File: src/rtl/cx_pkg.sv
// Package: shared types and base-instruction encoders for the compressed
// instruction expander. Assumes RV32 integer base encodings only.
package cx_pkg;
    localparam int INSTR_W = 32;
    localparam int HALF_W  = 16;

    localparam logic [6:0] OP_LOAD  = 7'b0000011;
    localparam logic [6:0] OP_STORE = 7'b0100011;
    localparam logic [6:0] OP_IMM   = 7'b0010011;
    localparam logic [6:0] OP_LUI   = 7'b0110111;
    localparam logic [6:0] OP_REG   = 7'b0110011;
    localparam logic [6:0] OP_JAL   = 7'b1101111;
    localparam logic [6:0] OP_JALR  = 7'b1100111;
    localparam logic [6:0] OP_BR    = 7'b1100011;
    localparam logic [31:0] WORD_EBREAK = 32'h0010_0073;

    // Result of one quadrant decoder.
    typedef struct packed {
        logic [INSTR_W-1:0] word;
        logic               bad;
        logic               hint;
    } xlat_t;

    // Map a 3-bit compact register field onto x8..x15.
    function automatic logic [4:0] prime(input logic [2:0] f);
        return {2'b01, f};
    endfunction

    function automatic logic [31:0] enc_i(input logic [11:0] imm, input logic [4:0] rs1,
                                          input logic [2:0] f3, input logic [4:0] rd,
                                          input logic [6:0] op);
        return {imm, rs1, f3, rd, op};
    endfunction

    function automatic logic [31:0] enc_s(input logic [11:0] imm, input logic [4:0] rs2,
                                          input logic [4:0] rs1, input logic [2:0] f3);
        return {imm[11:5], rs2, rs1, f3, imm[4:0], OP_STORE};
    endfunction

    function automatic logic [31:0] enc_r(input logic [6:0] f7, input logic [4:0] rs2,
                                          input logic [4:0] rs1, input logic [2:0] f3,
                                          input logic [4:0] rd, input logic [6:0] op);
        return {f7, rs2, rs1, f3, rd, op};
    endfunction

    function automatic logic [31:0] enc_b(input logic [12:1] o, input logic [4:0] rs1,
                                          input logic [2:0] f3);
        return {o[12], o[10:5], 5'd0, rs1, f3, o[4:1], o[11], OP_BR};
    endfunction

    function automatic logic [31:0] enc_j(input logic [20:1] o, input logic [4:0] rd);
        return {o[20], o[10:1], o[11], o[19:12], rd, OP_JAL};
    endfunction
endpackage

File: src/rtl/cx_quad0.sv
// Quadrant 0 decoder: stack-pointer add for pointers and register-based
// word load/store. Assumes bits 1:0 were already found to be 00; all
// floating-point and wide forms are reported as bad.
module cx_quad0
    import cx_pkg::*;
(
    input  logic [15:2] c,
    output xlat_t       res
);
    logic [4:0]  rp1, rp2;
    logic [11:0] spn_imm, mem_imm;

    // Field extraction and immediate reassembly.
    always_comb begin
        rp1     = prime(c[9:7]);
        rp2     = prime(c[4:2]);
        spn_imm = {2'b00, c[10:7], c[12:11], c[5], c[6], 2'b00};
        mem_imm = {5'b0, c[5], c[12:10], c[6], 2'b00};
    end

    // Select the expansion by funct3.
    always_comb begin
        res = '{word: '0, bad: 1'b0, hint: 1'b0};
        unique case (c[15:13])
            3'b000: begin
                res.word = enc_i(spn_imm, 5'd2, 3'b000, rp2, OP_IMM);
                res.bad  = (c[12:5] == 8'd0);
            end
            3'b010: res.word = enc_i(mem_imm, rp1, 3'b010, rp2, OP_LOAD);
            3'b110: res.word = enc_s(mem_imm, rp2, rp1, 3'b010);
            default: res.bad = 1'b1;
        endcase
    end
endmodule

File: src/rtl/cx_quad1.sv
// Quadrant 1 decoder: immediate arithmetic, upper immediate, stack adjust,
// jumps, branches, shifts and register-register ALU forms. Assumes bits 1:0
// were already found to be 01 and RV32 only (word forms reserved).
module cx_quad1
    import cx_pkg::*;
(
    input  logic [15:2] c,
    output xlat_t       res
);
    logic [4:0]  rd, rp1, rp2;
    logic [5:0]  imm6;
    logic [11:0] sx12, sp16;
    logic [20:1] joff;
    logic [12:1] boff;
    logic [2:0]  alu_f3;

    // Field extraction and immediate reassembly.
    always_comb begin
        rd   = c[11:7];
        rp1  = prime(c[9:7]);
        rp2  = prime(c[4:2]);
        imm6 = {c[12], c[6:2]};
        sx12 = {{6{c[12]}}, imm6};
        sp16 = {{3{c[12]}}, c[4:3], c[5], c[2], c[6], 4'b0000};
        joff = {{9{c[12]}}, c[12], c[8], c[10:9], c[6], c[7], c[2], c[11], c[5:3]};
        boff = {{4{c[12]}}, c[12], c[6:5], c[2], c[11:10], c[4:3]};
        unique case (c[6:5])
            2'b00:   alu_f3 = 3'b000;
            2'b01:   alu_f3 = 3'b100;
            2'b10:   alu_f3 = 3'b110;
            default: alu_f3 = 3'b111;
        endcase
    end

    // Select the expansion by funct3 and sub-fields.
    always_comb begin
        res = '{word: '0, bad: 1'b0, hint: 1'b0};
        unique case (c[15:13])
            3'b000: begin
                res.word = enc_i(sx12, rd, 3'b000, rd, OP_IMM);
                res.hint = (rd == 5'd0) ? (imm6 != 6'd0) : (imm6 == 6'd0);
            end
            3'b001: res.word = enc_j(joff, 5'd1);
            3'b010: begin
                res.word = enc_i(sx12, 5'd0, 3'b000, rd, OP_IMM);
                res.hint = (rd == 5'd0);
            end
            3'b011: begin
                res.bad = (imm6 == 6'd0);
                if (rd == 5'd2) begin
                    res.word = enc_i(sp16, 5'd2, 3'b000, 5'd2, OP_IMM);
                end else begin
                    res.word = {{14{c[12]}}, imm6, rd, OP_LUI};
                    res.hint = (rd == 5'd0);
                end
            end
            3'b100: begin
                unique case (c[11:10])
                    2'b00, 2'b01: begin
                        res.word = enc_r({1'b0, c[10], 5'b0}, c[6:2], rp1, 3'b101, rp1, OP_IMM);
                        res.bad  = c[12];
                        res.hint = (c[6:2] == 5'd0);
                    end
                    2'b10: res.word = enc_i(sx12, rp1, 3'b111, rp1, OP_IMM);
                    default: begin
                        res.word = enc_r({1'b0, (c[6:5] == 2'b00), 5'b0}, rp2, rp1, alu_f3, rp1, OP_REG);
                        res.bad  = c[12];
                    end
                endcase
            end
            3'b101: res.word = enc_j(joff, 5'd0);
            3'b110: res.word = enc_b(boff, rp1, 3'b000);
            default: res.word = enc_b(boff, rp1, 3'b001);
        endcase
    end
endmodule

File: src/rtl/cx_quad2.sv
// Quadrant 2 decoder: left shift, stack-pointer word load/store, jump
// register, move, add and ebreak. Assumes bits 1:0 were already found to be
// 10; floating-point and wide forms are reported as bad.
module cx_quad2
    import cx_pkg::*;
(
    input  logic [15:2] c,
    output xlat_t       res
);
    logic [4:0]  rd, rs2;
    logic [11:0] lsp_imm, ssp_imm;

    // Field extraction and immediate reassembly.
    always_comb begin
        rd      = c[11:7];
        rs2     = c[6:2];
        lsp_imm = {4'b0, c[3:2], c[12], c[6:4], 2'b00};
        ssp_imm = {4'b0, c[8:7], c[12:9], 2'b00};
    end

    // Select the expansion by funct3 and sub-fields.
    always_comb begin
        res = '{word: '0, bad: 1'b0, hint: 1'b0};
        unique case (c[15:13])
            3'b000: begin
                res.word = enc_r(7'd0, rs2, rd, 3'b001, rd, OP_IMM);
                res.bad  = c[12];
                res.hint = (rd == 5'd0) || (rs2 == 5'd0);
            end
            3'b010: begin
                res.word = enc_i(lsp_imm, 5'd2, 3'b010, rd, OP_LOAD);
                res.bad  = (rd == 5'd0);
            end
            3'b100: begin
                if (rs2 == 5'd0) begin
                    if (!c[12]) begin
                        res.word = enc_i(12'd0, rd, 3'b000, 5'd0, OP_JALR);
                        res.bad  = (rd == 5'd0);
                    end else if (rd == 5'd0) begin
                        res.word = WORD_EBREAK;
                    end else begin
                        res.word = enc_i(12'd0, rd, 3'b000, 5'd1, OP_JALR);
                    end
                end else begin
                    res.word = enc_r(7'd0, rs2, c[12] ? rd : 5'd0, 3'b000, rd, OP_REG);
                    res.hint = (rd == 5'd0);
                end
            end
            3'b110: res.word = enc_s(ssp_imm, rs2, 5'd2, 3'b010);
            default: res.bad = 1'b1;
        endcase
    end
endmodule

File: src/rtl/cinst_expander.sv
// Top: expands RV32C integer compressed instructions into 32-bit base
// instructions, passes full-width words through, flags illegal and hint
// code points, and optionally registers all outputs (REG_OUT).
// Assumes a synchronous active-low reset; illegal results carry a zero word.
module cinst_expander
    import cx_pkg::*;
#(
    parameter bit REG_OUT = 1'b1
) (
    input  logic               clk,
    input  logic               rst_n,
    input  logic               in_valid,
    input  logic [INSTR_W-1:0] in_instr,
    output logic               out_valid,
    output logic [INSTR_W-1:0] out_instr,
    output logic               out_illegal,
    output logic               out_hint,
    output logic               out_is_comp
);
    xlat_t              q0_res, q1_res, q2_res, sel;
    logic [INSTR_W-1:0] nx_word;
    logic               nx_bad, nx_hint, nx_comp;

    cx_quad0 u_q0 (.c(in_instr[HALF_W-1:2]), .res(q0_res));
    cx_quad1 u_q1 (.c(in_instr[HALF_W-1:2]), .res(q1_res));
    cx_quad2 u_q2 (.c(in_instr[HALF_W-1:2]), .res(q2_res));

    // Pick the quadrant result or pass a full-width word through.
    always_comb begin
        unique case (in_instr[1:0])
            2'b00:   sel = q0_res;
            2'b01:   sel = q1_res;
            2'b10:   sel = q2_res;
            default: sel = '{word: in_instr, bad: 1'b0, hint: 1'b0};
        endcase
        nx_comp = (in_instr[1:0] != 2'b11);
        nx_bad  = sel.bad;
        nx_hint = sel.hint & ~sel.bad;
        nx_word = sel.bad ? '0 : sel.word;
    end

    generate
        if (REG_OUT) begin : g_reg
            // Output stage: capture the expansion each cycle, clear on reset.
            always_ff @(posedge clk) begin
                if (!rst_n) begin
                    out_valid   <= 1'b0;
                    out_instr   <= '0;
                    out_illegal <= 1'b0;
                    out_hint    <= 1'b0;
                    out_is_comp <= 1'b0;
                end else begin
                    out_valid   <= in_valid;
                    out_instr   <= nx_word;
                    out_illegal <= nx_bad;
                    out_hint    <= nx_hint;
                    out_is_comp <= nx_comp;
                end
            end

            // registered outputs lag the decode by exactly one cycle.
            assert_one_cycle_lag_R13: assert property (@(posedge clk) disable iff (!rst_n)
                $past(rst_n) |-> (out_valid == $past(in_valid) && out_instr == $past(nx_word)));
            // reset clears the output stage.
            assert_reset_clear_R14: assert property (@(posedge clk)
                !rst_n |=> (!out_valid && out_instr == '0));
        end else begin : g_comb
            // Combinational outputs.
            always_comb begin
                out_valid   = in_valid;
                out_instr   = nx_word;
                out_illegal = nx_bad;
                out_hint    = nx_hint;
                out_is_comp = nx_comp;
            end
        end
    endgenerate

    // full-width words leave unchanged and unmarked.
    assert_pass_through_R1: assert property (@(posedge clk) disable iff (!rst_n)
        (in_instr[1:0] == 2'b11) |-> (nx_word == in_instr && !nx_comp && !nx_bad));
    // an all-zero half word is never accepted.
    assert_zero_word_R3: assert property (@(posedge clk) disable iff (!rst_n)
        (in_instr[HALF_W-1:0] == 16'h0000) |-> nx_bad);
    // upper arithmetic group is reserved on RV32.
    assert_ca_reserved_R8: assert property (@(posedge clk) disable iff (!rst_n)
        (in_instr[1:0] == 2'b01 && in_instr[15:10] == 6'b100111) |-> nx_bad);
    // shift amounts of 32 or more are rejected.
    assert_shamt_high_R9: assert property (@(posedge clk) disable iff (!rst_n)
        ((in_instr[1:0] == 2'b01 && in_instr[15:12] == 4'b1001 && !in_instr[11]) ||
         (in_instr[1:0] == 2'b10 && in_instr[15:12] == 4'b0001)) |-> nx_bad);
    // stack load into x0 is reserved.
    assert_lwsp_rd0_R11: assert property (@(posedge clk) disable iff (!rst_n)
        (in_instr[1:0] == 2'b10 && in_instr[15:13] == 3'b010 && in_instr[11:7] == 5'd0) |-> nx_bad);
    // an illegal result carries a zero word and no hint.
    assert_illegal_zero_R12: assert property (@(posedge clk) disable iff (!rst_n)
        out_illegal |-> (out_instr == '0 && !out_hint));
endmodule

File: config.mk
export PLATFORM = sky130hd
export DESIGN_NAME = cinst_expander
export DESIGN_NICKNAME = d
export VERILOG_FILES = /design/src/rtl/cx_pkg.sv /design/src/rtl/cx_quad0.sv /design/src/rtl/cx_quad1.sv /design/src/rtl/cx_quad2.sv /design/src/rtl/cinst_expander.sv
export SDC_FILE = /design/constraint.sdc
export NUM_CORES = 1
export LEC_CHECK = 0
export BUFFER_PORTS_ARGS = -buffer_cell sky130_fd_sc_hd__buf_2
export CAP_MARGIN = 20
export CORE_UTILIZATION = 23
export DETAILED_ROUTE_END_ITERATION = 10
export HOLD_SLACK_MARGIN = 0.1
export PLACE_DENSITY_LB_ADDON = 0.05
export RECOVER_POWER = 50
export SYNTH_ARGS = -nofsm -noshare
export SYNTH_HDL_FRONTEND = slang
export SYNTH_SLANG_ARGS = --single-unit
File: constraint.sdc
create_clock -name clk -period 2.37 [get_ports clk]
set_clock_uncertainty 0.1 [all_clocks]
set_input_delay 0.1185 -clock clk [delete_from_list [all_inputs] [get_ports clk]]
set_output_delay 0.1185 -clock clk [all_outputs]
set_load 0.05 [all_outputs]
* Word level (Yosys, flattened, before mapping)
Cells that the tools add are included.
Storage, ports and cells: flip-flop bits (word level) 36, memory bits (read-only) 0, memory bits (writable) 0, memories 0, latch bits 0, bits of input ports 35, word-level logic and storage cells 58, output and inout port bits 36
Operators by class: muxes and demuxes 23, order comparisons 0, bitwise operators 3, reductions and logical operators 13, multiply operators 0, add/subtract/negate cells 0, div/mod/pow operators 0, equality and inequality tests 14, shift operators 0
Operator list (number):
- $pmux W32 S7 | 1
- $pmux W32 S4 | 1
- $pmux W34 S3 | 1
- $pmux W30 S3 | 1
- $pmux W32 S2 | 1
- $mux W21 | 2
- $mux W32 | 1
- $mux W29 | 1
- $logic_not A5 Y1 | 2
- $eq A3 B3 Y1 const B | 3
- $pmux W3 S3 | 1
- $logic_not A8 Y1 | 1
- $pmux W1 S4 | 2
- $mux W1 | 7
- $eq A2 B1 Y1 const B | 3
- $eq A2 B2 Y1 const B | 3
- $eq A3 B2 Y1 const B | 2
- $logic_not A2 Y1 | 3
- $logic_not A6 Y1 | 1
- $pmux W1 S2 | 3
- $reduce_bool A6 Y1 | 1
- $reduce_or A2 Y1 | 3
- $eq A5 B2 Y1 const B | 1
- $mux W5 | 1
- 6 further kinds | 7

* Depth between registers and ports, before layout
Gate-level depths: netlist of the first run.
depth in word-level cells 8, gate-level depth with buffers 8

* Hierarchy
From an unflattened synthesis of the first run, not the netlist that was laid out.
Second synthesis, totals: cells, all modules 376, area total of the unflattened synthesis 3579.7 um^2
By module, submodules not included:
- cinst_expander | area each 2039.5 um^2, instances 1, sequential area each 720.7 um^2, cells each 125
- cx_quad1 | area each 779.5 um^2, instances 1, sequential area each 0.0 um^2, cells each 134
- cx_quad2 | area each 440.4 um^2, instances 1, sequential area each 0.0 um^2, cells each 67
- cx_quad0 | area each 320.3 um^2, instances 1, sequential area each 0.0 um^2, cells each 50

* Worst setup path after synthesis of the first run
No wires, ideal clock.
path type input to register, start point input port in_instr[10], end point register out_instr[3], stages on the path 8, slack 0.214 ns, arrival 1.940 ns, required time 2.155 ns, cells stage by stage buf_6 > or4_1 > buf_2 > or4_4 > a21oi_4 > nor3b_2 > buf_6 > and3_1
Between the ends: longest elaborated chain between the ends 6
Ends and longest elaborated chain:
- start: declaration | RTL line cinst_expander.sv:13 | input logic [INSTR_W-1:0] in_instr,
- $logic_not A5 Y1 | RTL line cx_quad2.sv:32, cx_quad2.sv:38
- $mux W1 | RTL line cx_quad2.sv:36 | if (!c[12]) begin
- $mux W1 | RTL line cx_quad2.sv:35 | if (rs2 == 5'd0) begin
- $pmux W1 S4 | RTL line cx_quad2.sv:24 | unique case (c[15:13])
- $pmux W34 S3 * | RTL line cinst_expander.sv:30 | unique case (in_instr[1:0])
- $reduce_or A2 Y1 (no line) *
- end signal: assignment | RTL line cinst_expander.sv:54 | out_instr <= nx_word;
- end: declaration | RTL line cinst_expander.sv:15 | output logic [INSTR_W-1:0] out_instr,
Every way passes the cells marked *; elsewhere a longest branch is shown, timed or not. A chain may end at the register's enable or synchronous reset.

* Worst setup path in the final report of the first run
start point input port in_instr[0], end point register out_instr[26]
Between the ends: longest elaborated chain between the ends 3
Ends and longest elaborated chain (RTL line):
- $eq A2 B2 Y1 (tied with other cells) | cinst_expander.sv:30
- $pmux W34 S3 * | cinst_expander.sv:30
- $reduce_or A2 Y1 (no line)
Marks and branches as above.

==> results of run 1 <==
-- cell usage in the layout, fill, tap and decap left out, drive strengths merged, types with 11 or more instances in the layout --
| cell type | n |
|---|---|
| buf | 75 |
| clkbuf | 42 |
| nand2 | 37 |
| dfxtp | 36 |
| a21oi | 32 |
| o21ai | 28 |
| nor2 | 25 |
| dlygate4sd3 | 15 |
| a31oi | 13 |
| nor3 | 11 |
| nor2b | 11 |
| nand2b | 11 |
| and2 | 11 |
| a21boi | 11 |
-- where the power goes --
| part | internal (W) | switching [W] | leakage, nW | total (W) |
|---|---|---|---|---|
| registers | 0.000643 | 0.00000909 | 0.296 | 0.000652 |
| clock network | 0.000495 | 0.000276 | 0.0808 | 0.000771 |
| logic | 0.000215 | 0.000447 | 1.11 | 0.000662 |
| total | 0.00135 | 0.000732 | 1.49 | 0.00209 |
-- state kept, by name (all words and copies together) (netlist names) --
register,cells
out_hint,1
out_illegal,1
out_instr,32
out_is_comp,1
out_valid,1
-- kinds of logic after synthesis --
kind of cell	after synthesis	share of synthesized area [%]
XOR/XNOR	1	0.3099
AO/OA/AOI/OAI	158	39.35
buffers and inverters	50	7.747
flip-flops	36	25.50
AND/OR/NAND/NOR	138	25.32
multiplexers	5	1.771
-- critical path, stage by stage --
cell and delay (ps):
sky130_fd_sc_hd__buf_2 130, sky130_fd_sc_hd__buf_4 190, sky130_fd_sc_hd__and2_1 150, sky130_fd_sc_hd__o21ai_0 490, sky130_fd_sc_hd__o32ai_1 190, sky130_fd_sc_hd__a2111oi_0 550
sky130_fd_sc_hd__buf_4 200, sky130_fd_sc_hd__nor3b_1 40
-- how the worst min path moves through the flow --
stage,cells after the start,to,from
floorplan,1,out_valid,rst_n
global placement,2,out_valid,in_valid
detailed placement,2,out_valid,in_valid
CTS,4,out_instr[29],in_instr[29]
global route,4,out_instr[29],in_instr[29]
finish,4,out_instr[29],in_instr[29]
-- layer usage --
| metal | vias to the layer above | share of wire [%] | global-route usage, % | routed length, um |
|---|---|---|---|---|
| met5 | - | 0 | 0 | 0 |
| met4 | 0 | 2.0 | 7.281 | 272 |
| met3 | 19 | 6.0 | 3.267 | 812 |
| met2 | 130 | 46 | 34.44 | 6209 |
| met1 | 1707 | 46 | 29.99 | 6200 |
| li1 | 1632 | - | - | - |
-- cell type report --
type / instances / area (um2)
clock buffers: 6 / 128.9
well taps: 147 / 183.9
flip-flops and latches: 36 / 720.7
multi-input cells: 302 / 1887
inverters: 9 / 33.78
clock inverters: 2 / 35.03
repair buffers: 126 / 800.8
fillers: 1364 / 8222
-- stage by stage --
| stage | utilization (%) | power [W] | cells |
|---|---|---|---|
| 2_1_floorplan | - | 0.001082 | 388 |
| 3_3_place_gp | 29.31 | 0.001317 | 605 |
| 3_5_place_dp | 29.31 | 0.001313 | 605 |
| 4_1_cts | 31.93 | 0.002117 | 628 |
| 5_1_grt | 31.55 | 0.002178 | 628 |
| 6_report | 31.55 | 0.002085 | 628 |
==> load_flow_metrics.sql, run 1 <==
INSERT INTO impl_metrics (metric_group, metric, value, unit) VALUES
('setup_path', 'cp_capture_point', 'out_instr[26]', ''),
('clock_tree', 'cts.root.buffer_cell', 'sky130_fd_sc_hd__clkbuf_16', ''),
('logic_synthesis', 'asyncSetResetFlopFracSynth', '0', '%'),
('clock_tree', 'number_of_instances_resized_during_post_cts_repair', '0', ''),
('logic_synthesis', 'netlist-cell-type-count', '60', ''),
('logic_synthesis', 'dominantRegCellSynth', 'sky130_fd_sc_hd__dfxtp_1', ''),
('clock_tree', 'clock_path_buffers', '2', ''),
('logic_synthesis', 'yosys_register_bits', '36', ''),
('logic_synthesis', 'yosysTopAreaCellShare', '25.50', '%'),
('job', 'cap_violations', '0', ''),
('clock_tree', 'clock_tree_from_tritoncts', 'yes', ''),
('sta', 'report.final.setup_viol', '0', ''),
('placement', 'numPortBuffers', '70', ''),
('setup_path', 'critical_path_peak_fanout', '14', ''),
('finish', 'post_route_cells_drive_above_1_share', '19.33', '%'),
('detailed_routing', 'detailedRoute.firstPassIterationCount', '4', ''),
('setup_path', 'critical_path.startpoint', 'in_instr[0]', ''),
('logic_synthesis', 'ys_top_cells_by_count', 'sky130_fd_sc_hd__nand2_1, sky130_fd_sc_hd__dfxtp_1, sky130_fd_sc_hd__clkbuf_1', ''),
('detailed_routing', 'antenna_violating_nets_post_route', '0', ''),
('global_routing', 'grt_overflow_total', '0', ''),
('sta', 'post-route-period-util', '83.42', '%'),
('finish', 'syn2layout_area_growth', '34.09', '%'),
('sta', 'worst_slack', '392.9', 'ps'),
('sta', 'fin_worst_hold_slack', '116.6', 'ps'),
('detailed_routing', 'drt_drc', '0', ''),
('clock_tree', 'h_tree_levels', '2', ''),
('placement', 'gpl.final_weighted_congestion', '0.8620', ''),
('sta', 'period_minus_slack', '1977', 'ps'),
('sta', 'max_slew.worst_pin.slew', '707.8', 'ps'),
('clock_tree', 'cts.sinks', '36', ''),
('floorplanning', 'die_w', '112.9', 'um'),
('floorplanning', 'ioPinCount', '71', ''),
('logic_synthesis', 'yosysTopAreaCell', 'sky130_fd_sc_hd__dfxtp_1', ''),
('placement', 'detailedPlacementHpwl', '9.538', 'mm'),
('detailed_routing', 'dr_total_vias', '3488', ''),
('floorplanning', 'core_region_area', '12010', 'um2'),
('clock_tree', 'clkTransAtPathRegs', '60', 'ps'),
('pwr', 'leakage_component_of_the_power', '1.489', 'nW'),
('finish', 'number_of_diodes_added_for_antenna_fixing', '0', ''),
('logic_synthesis', 'syn_area_per_cell', '7.285', 'um2'),
('global_routing', 'grt_antenna_before_repair', '0', ''),
('setup_path', 'worstPathArrival', '2060', 'ps'),
('pwr', 'worst_vdd_rail_ir_drop', '0.0002168', 'V'),
('sta', 'achievable-frequency', '505.8', 'MHz'),
('global_routing', 'global_route.usage.total', '21.69', '%'),
('run_status', 'status', 'completed', ''),
('placement', 'pre_cts_ws', '32.29', 'ps'),
('detailed_routing', 'detail_route.iter0.violations', '247', ''),
('floorplanning', 'fp.dieArea', '12740', 'um2'),
('finish', 'layout.cell_area.non_filler', '3790', 'um2'),
('sta', 'slew_headroom', '52.64', '%'),
('clock_tree', 'post_cts_hold_buffer_count', '15', ''),
('setup_path', 'cp.required', '2450', 'ps'),
('clock_tree', 'post-cts-setup-buffers', '0', ''),
('logic_synthesis', 'postSynthCellCount', '388', ''),
('global_routing', 'largest_net_degree_at_the_start_of_global_routing', '37', ''),
('pwr', 'power_density', '550.2', 'nW/um2'),
('detailed_routing', 'postRouteWirelength', '13.50', 'mm'),
('detailed_routing', 'route.detailed.wl_per_inst', '21.49', 'um'),
('sta', 'timing.final.max_slew_violations', '0', ''),
('logic_synthesis', 'synth_edf_count', '0', ''),
('setup_path', 'critical_path_class', 'input port to flip-flop', ''),
('floorplanning', 'floorplan.initialDensity', '23.53', '%'),
('detailed_routing', 'vias_per_cell', '5.554', ''),
('logic_synthesis', 'synth.net_count', '423', ''),
('logic_synthesis', 'synth.cell_area', '2826', 'um2'),
('placement', 'cell_area_reported_after_detailed_placement', '3521', 'um2'),
('sta', 'timing_hold_violations_final', '0', ''),
('finish', 'nets', '515', ''),
('logic_synthesis', 'synth_warnings', '0', ''),
('min_path', 'path_class_of_the_lowest_slack_min_delay_path', 'input port to flip-flop', '');
No activity file was read; power rests on OpenSTA's default activity.
==> run 2, diff against run 1 <==
Clock period 2.37 ns to 1.75 ns, I/O delays scaled along.
==> run 2 against run 1 <==
Against the previous run:
- setup slack got worse by 370 ps
- die area did not move
- total power rose by 37%
- combinational power rose by 60%
- cell count rose by 12%
- non-clock buffer count rose by 76
- sequential power rose by 35%
- critical path type unchanged
- sequential share of layout area fell by 3.0 points
- critical path depth fell by 1
- sequential cell count did not move
==> load_flow_metrics.sql, run 2 (synthesized netlist as in run 1, its figures left out) <==
INSERT INTO impl_metrics (metric_group, metric, value, unit) VALUES
('finish', 'number_of_diodes_added_for_antenna_fixing', '0', ''),
('finish', 'final_cell_utilization_of_the_core', '37.55', '%'),
('clock_tree', 'clock_tree_from_tritoncts', 'yes', ''),
('setup_path', 'worst_path_max_delay_cell', 'sky130_fd_sc_hd__or4_4', ''),
('detailed_routing', 'detailedRoute.firstPassIterationCount', '5', ''),
('global_routing', 'grt_antenna_before_repair', '0', ''),
('clock_tree', 'clock_path_buffers', '2', ''),
('sta', 'timing.setup.tns', '0', 'ps'),
('detailed_routing', 'vias_per_cell', '5.345', ''),
('detailed_routing', 'route.detailed.wl_per_inst', '19.63', 'um'),
('detailed_routing', 'drt_drc', '0', ''),
('placement', 'cell_area_reported_after_detailed_placement', '4222', 'um2'),
('clock_tree', 'cts.root.buffer_cell', 'sky130_fd_sc_hd__clkbuf_16', ''),
('setup_path', 'peak_per_stage_delay_on_the_critical_path', '540', 'ps'),
('global_routing', 'largest_net_degree_at_the_start_of_global_routing', '25', ''),
('floorplanning', 'floorplan.initialDensity', '23.53', '%'),
('sta', 'timing.final.max_slew_violations', '0', ''),
('finish', 'largest_reg_flops', '32', ''),
('sta', 'slew_headroom', '58.85', '%'),
('run_status', 'status', 'completed', ''),
('setup_path', 'critical_path_class', 'input port to flip-flop', ''),
('placement', 'detailedPlacementHpwl', '10.46', 'mm'),
('setup_path', 'cp.required', '1840', 'ps'),
('finish', 'nets', '591', ''),
('global_routing', 'grt_overflow_total', '0', ''),
('global_routing', 'first_global_vias', '3633', ''),
('job', 'cap_violations', '0', ''),
('sta', 'rsz0062_at_grt', 'yes', ''),
('detailed_routing', 'postRouteWirelength', '13.82', 'mm'),
('sta', 'period_minus_slack', '1725', 'ps'),
('clock_tree', 'cts-buffers-inserted', '5', ''),
('sta', 'report.final.setup_viol', '0', ''),
('sta', 'achievable-frequency', '579.8', 'MHz'),
('floorplanning', 'fp.dieArea', '12740', 'um2'),
('detailed_routing', 'detail_route.iter0.violations', '295', ''),
('global_routing', 'grt_pass1_wl', '21.31', 'mm'),
('finish', 'layout.cells.non_filler', '704', ''),
('clock_tree', 'clkTransAtPathRegs', '60', 'ps'),
('sta', 'timing_hold_violations_final', '0', ''),
('pwr', 'leakage_component_of_the_power', '1.916', 'nW'),
('floorplanning', 'die_w', '112.9', 'um'),
('floorplanning', 'dieHeight', '112.9', 'um'),
('placement', 'post-place-cells', '680', ''),
('pwr', 'worst_vdd_rail_ir_drop', '0.0002861', 'V'),
('finish', 'post_route_cells_drive_above_1_share', '32.14', '%'),
('placement', 'gpl.final_weighted_congestion', '0.8751', ''),
('pwr', 'power_density', '634.9', 'nW/um2'),
('setup_path', 'timing.critical_path.to_type', 'flip-flop', ''),
('finish', 'layout.cell_area.non_filler', '4511', 'um2'),
('setup_path', 'critPathLaunchType', 'input port', ''),
('sta', 'fin_worst_hold_slack', '108.1', 'ps'),
('detailed_routing', 'dr_total_vias', '3763', ''),
('clock_tree', 'h_tree_levels', '2', ''),
('setup_path', 'worstPathArrival', '1810', 'ps'),
('min_path', 'path_class_of_the_lowest_slack_min_delay_path', 'input port to flip-flop', ''),
('setup_path', 'crit_path_cell_trace', 'buf_2 -> or4_1 -> or4_4 -> a21oi_4 -> nor3b_4 -> buf_12 -> and3_4', ''),
('setup_path', 'critical_path_peak_fanout', '12', ''),
('global_routing', 'global_route.usage.total', '22.11', '%'),
('finish', 'layout_commonest_cell', 'sky130_fd_sc_hd__buf_4', ''),
('clock_tree', 'cts.sinks', '36', ''),
('finish', 'register_with_the_highest_flop_count', 'out_instr', ''),
('finish', 'syn2layout_area_growth', '59.58', '%'),
('sta', 'max_slew.worst_pin.slew', '619.9', 'ps'),
('placement', 'numPortBuffers', '70', ''),
('floorplanning', 'ioPinCount', '71', ''),
('detailed_routing', 'antenna_violating_nets_post_route', '0', ''),
('floorplanning', 'std_cell_rows', '40', ''),
('sta', 'post-route-period-util', '98.55', '%'),
('finish', 'most-common-layout-cells', 'sky130_fd_sc_hd__buf_4, sky130_fd_sc_hd__nand2_1, sky130_fd_sc_hd__buf_2, sky130_fd_sc_hd__dfxtp_1, sky130_fd_sc_hd__clkbuf_1', ''),
('floorplanning', 'core_region_area', '12010', 'um2');
==> run 2: cell count changes in the layout (fill, tap and decap cells not counted), moves of 2 or more <==
cell,previous run,this run
sky130_fd_sc_hd__a21boi_0,10,7
sky130_fd_sc_hd__a21boi_1,1,4
sky130_fd_sc_hd__buf_12,3,7
sky130_fd_sc_hd__buf_2,34,36
sky130_fd_sc_hd__buf_4,38,110
sky130_fd_sc_hd__clkbuf_1,37,35
sky130_fd_sc_hd__o221a_2,6,0
sky130_fd_sc_hd__o221a_4,0,6
==> run 2: worst max-delay path: cells and delay by family <==
kind,cells,cell delay (ps)
compound gates,1,170
buf+inv,2,270
simple gates,4,1280
==> run 2: final cells by class <==
type / count / area [um2]
inverter: 9 / 33.78
tap: 147 / 183.9
fill: 1308 / 7501
multi-input combinational: 302 / 1994
clock buffer: 8 / 146.4
sequential: 36 / 720.7
timing repair buffer: 202 / 1431
==> run 2: path summary, 6_finish.rpt <==
path	from	to	slack, ps	cells after the start
setup / recovery	in_instr[1]	out_instr[3]	30	7
hold / removal	in_instr[11]	out_instr[11]	110	3
==> run 2: power by group <==
group          internal, W  switching (W)  leakage, nW
logic             0.000416       0.000642         1.55
registers         0.000871      0.0000116        0.296
clock network     0.000568       0.000356       0.0712
total              0.00185        0.00101         1.92
==> run 2: per-stage QoR <==
stage | worst slack (ps) | power (W)
floorplan | -158.6 | 0.001489
global placement | -305.9 | 0.001932
detailed placement | -310.1 | 0.001930
CTS | 15.54 | 0.002891
global route | -10.49 | 0.002999
finish | 25.30 | 0.002864
==> run 2: metal layers <==
| metal | wire, um | up-vias | GRT usage [%] |
|---|---|---|---|
| li1 | - | 1791 | - |
| met1 | 6299 | 1801 | 29.67 |
| met2 | 6453 | 149 | 36.21 |
| met3 | 742 | 22 | 2.785 |
| met4 | 326 | 0 | 8.333 |
| met5 | 0 | - | 0 |
==> run 2: timing repair <==
| action | CTS | global route |
|---|---|---|
| hold endpoints to repair | 15 | 0 |
| resized for setup | 1 | 7 |
| hold buffers | 15 | 0 |
| pin swaps | 1 | 1 |
| setup buffers | 0 | 1 |
| endpoints found under the setup margin | 2 | 15 |
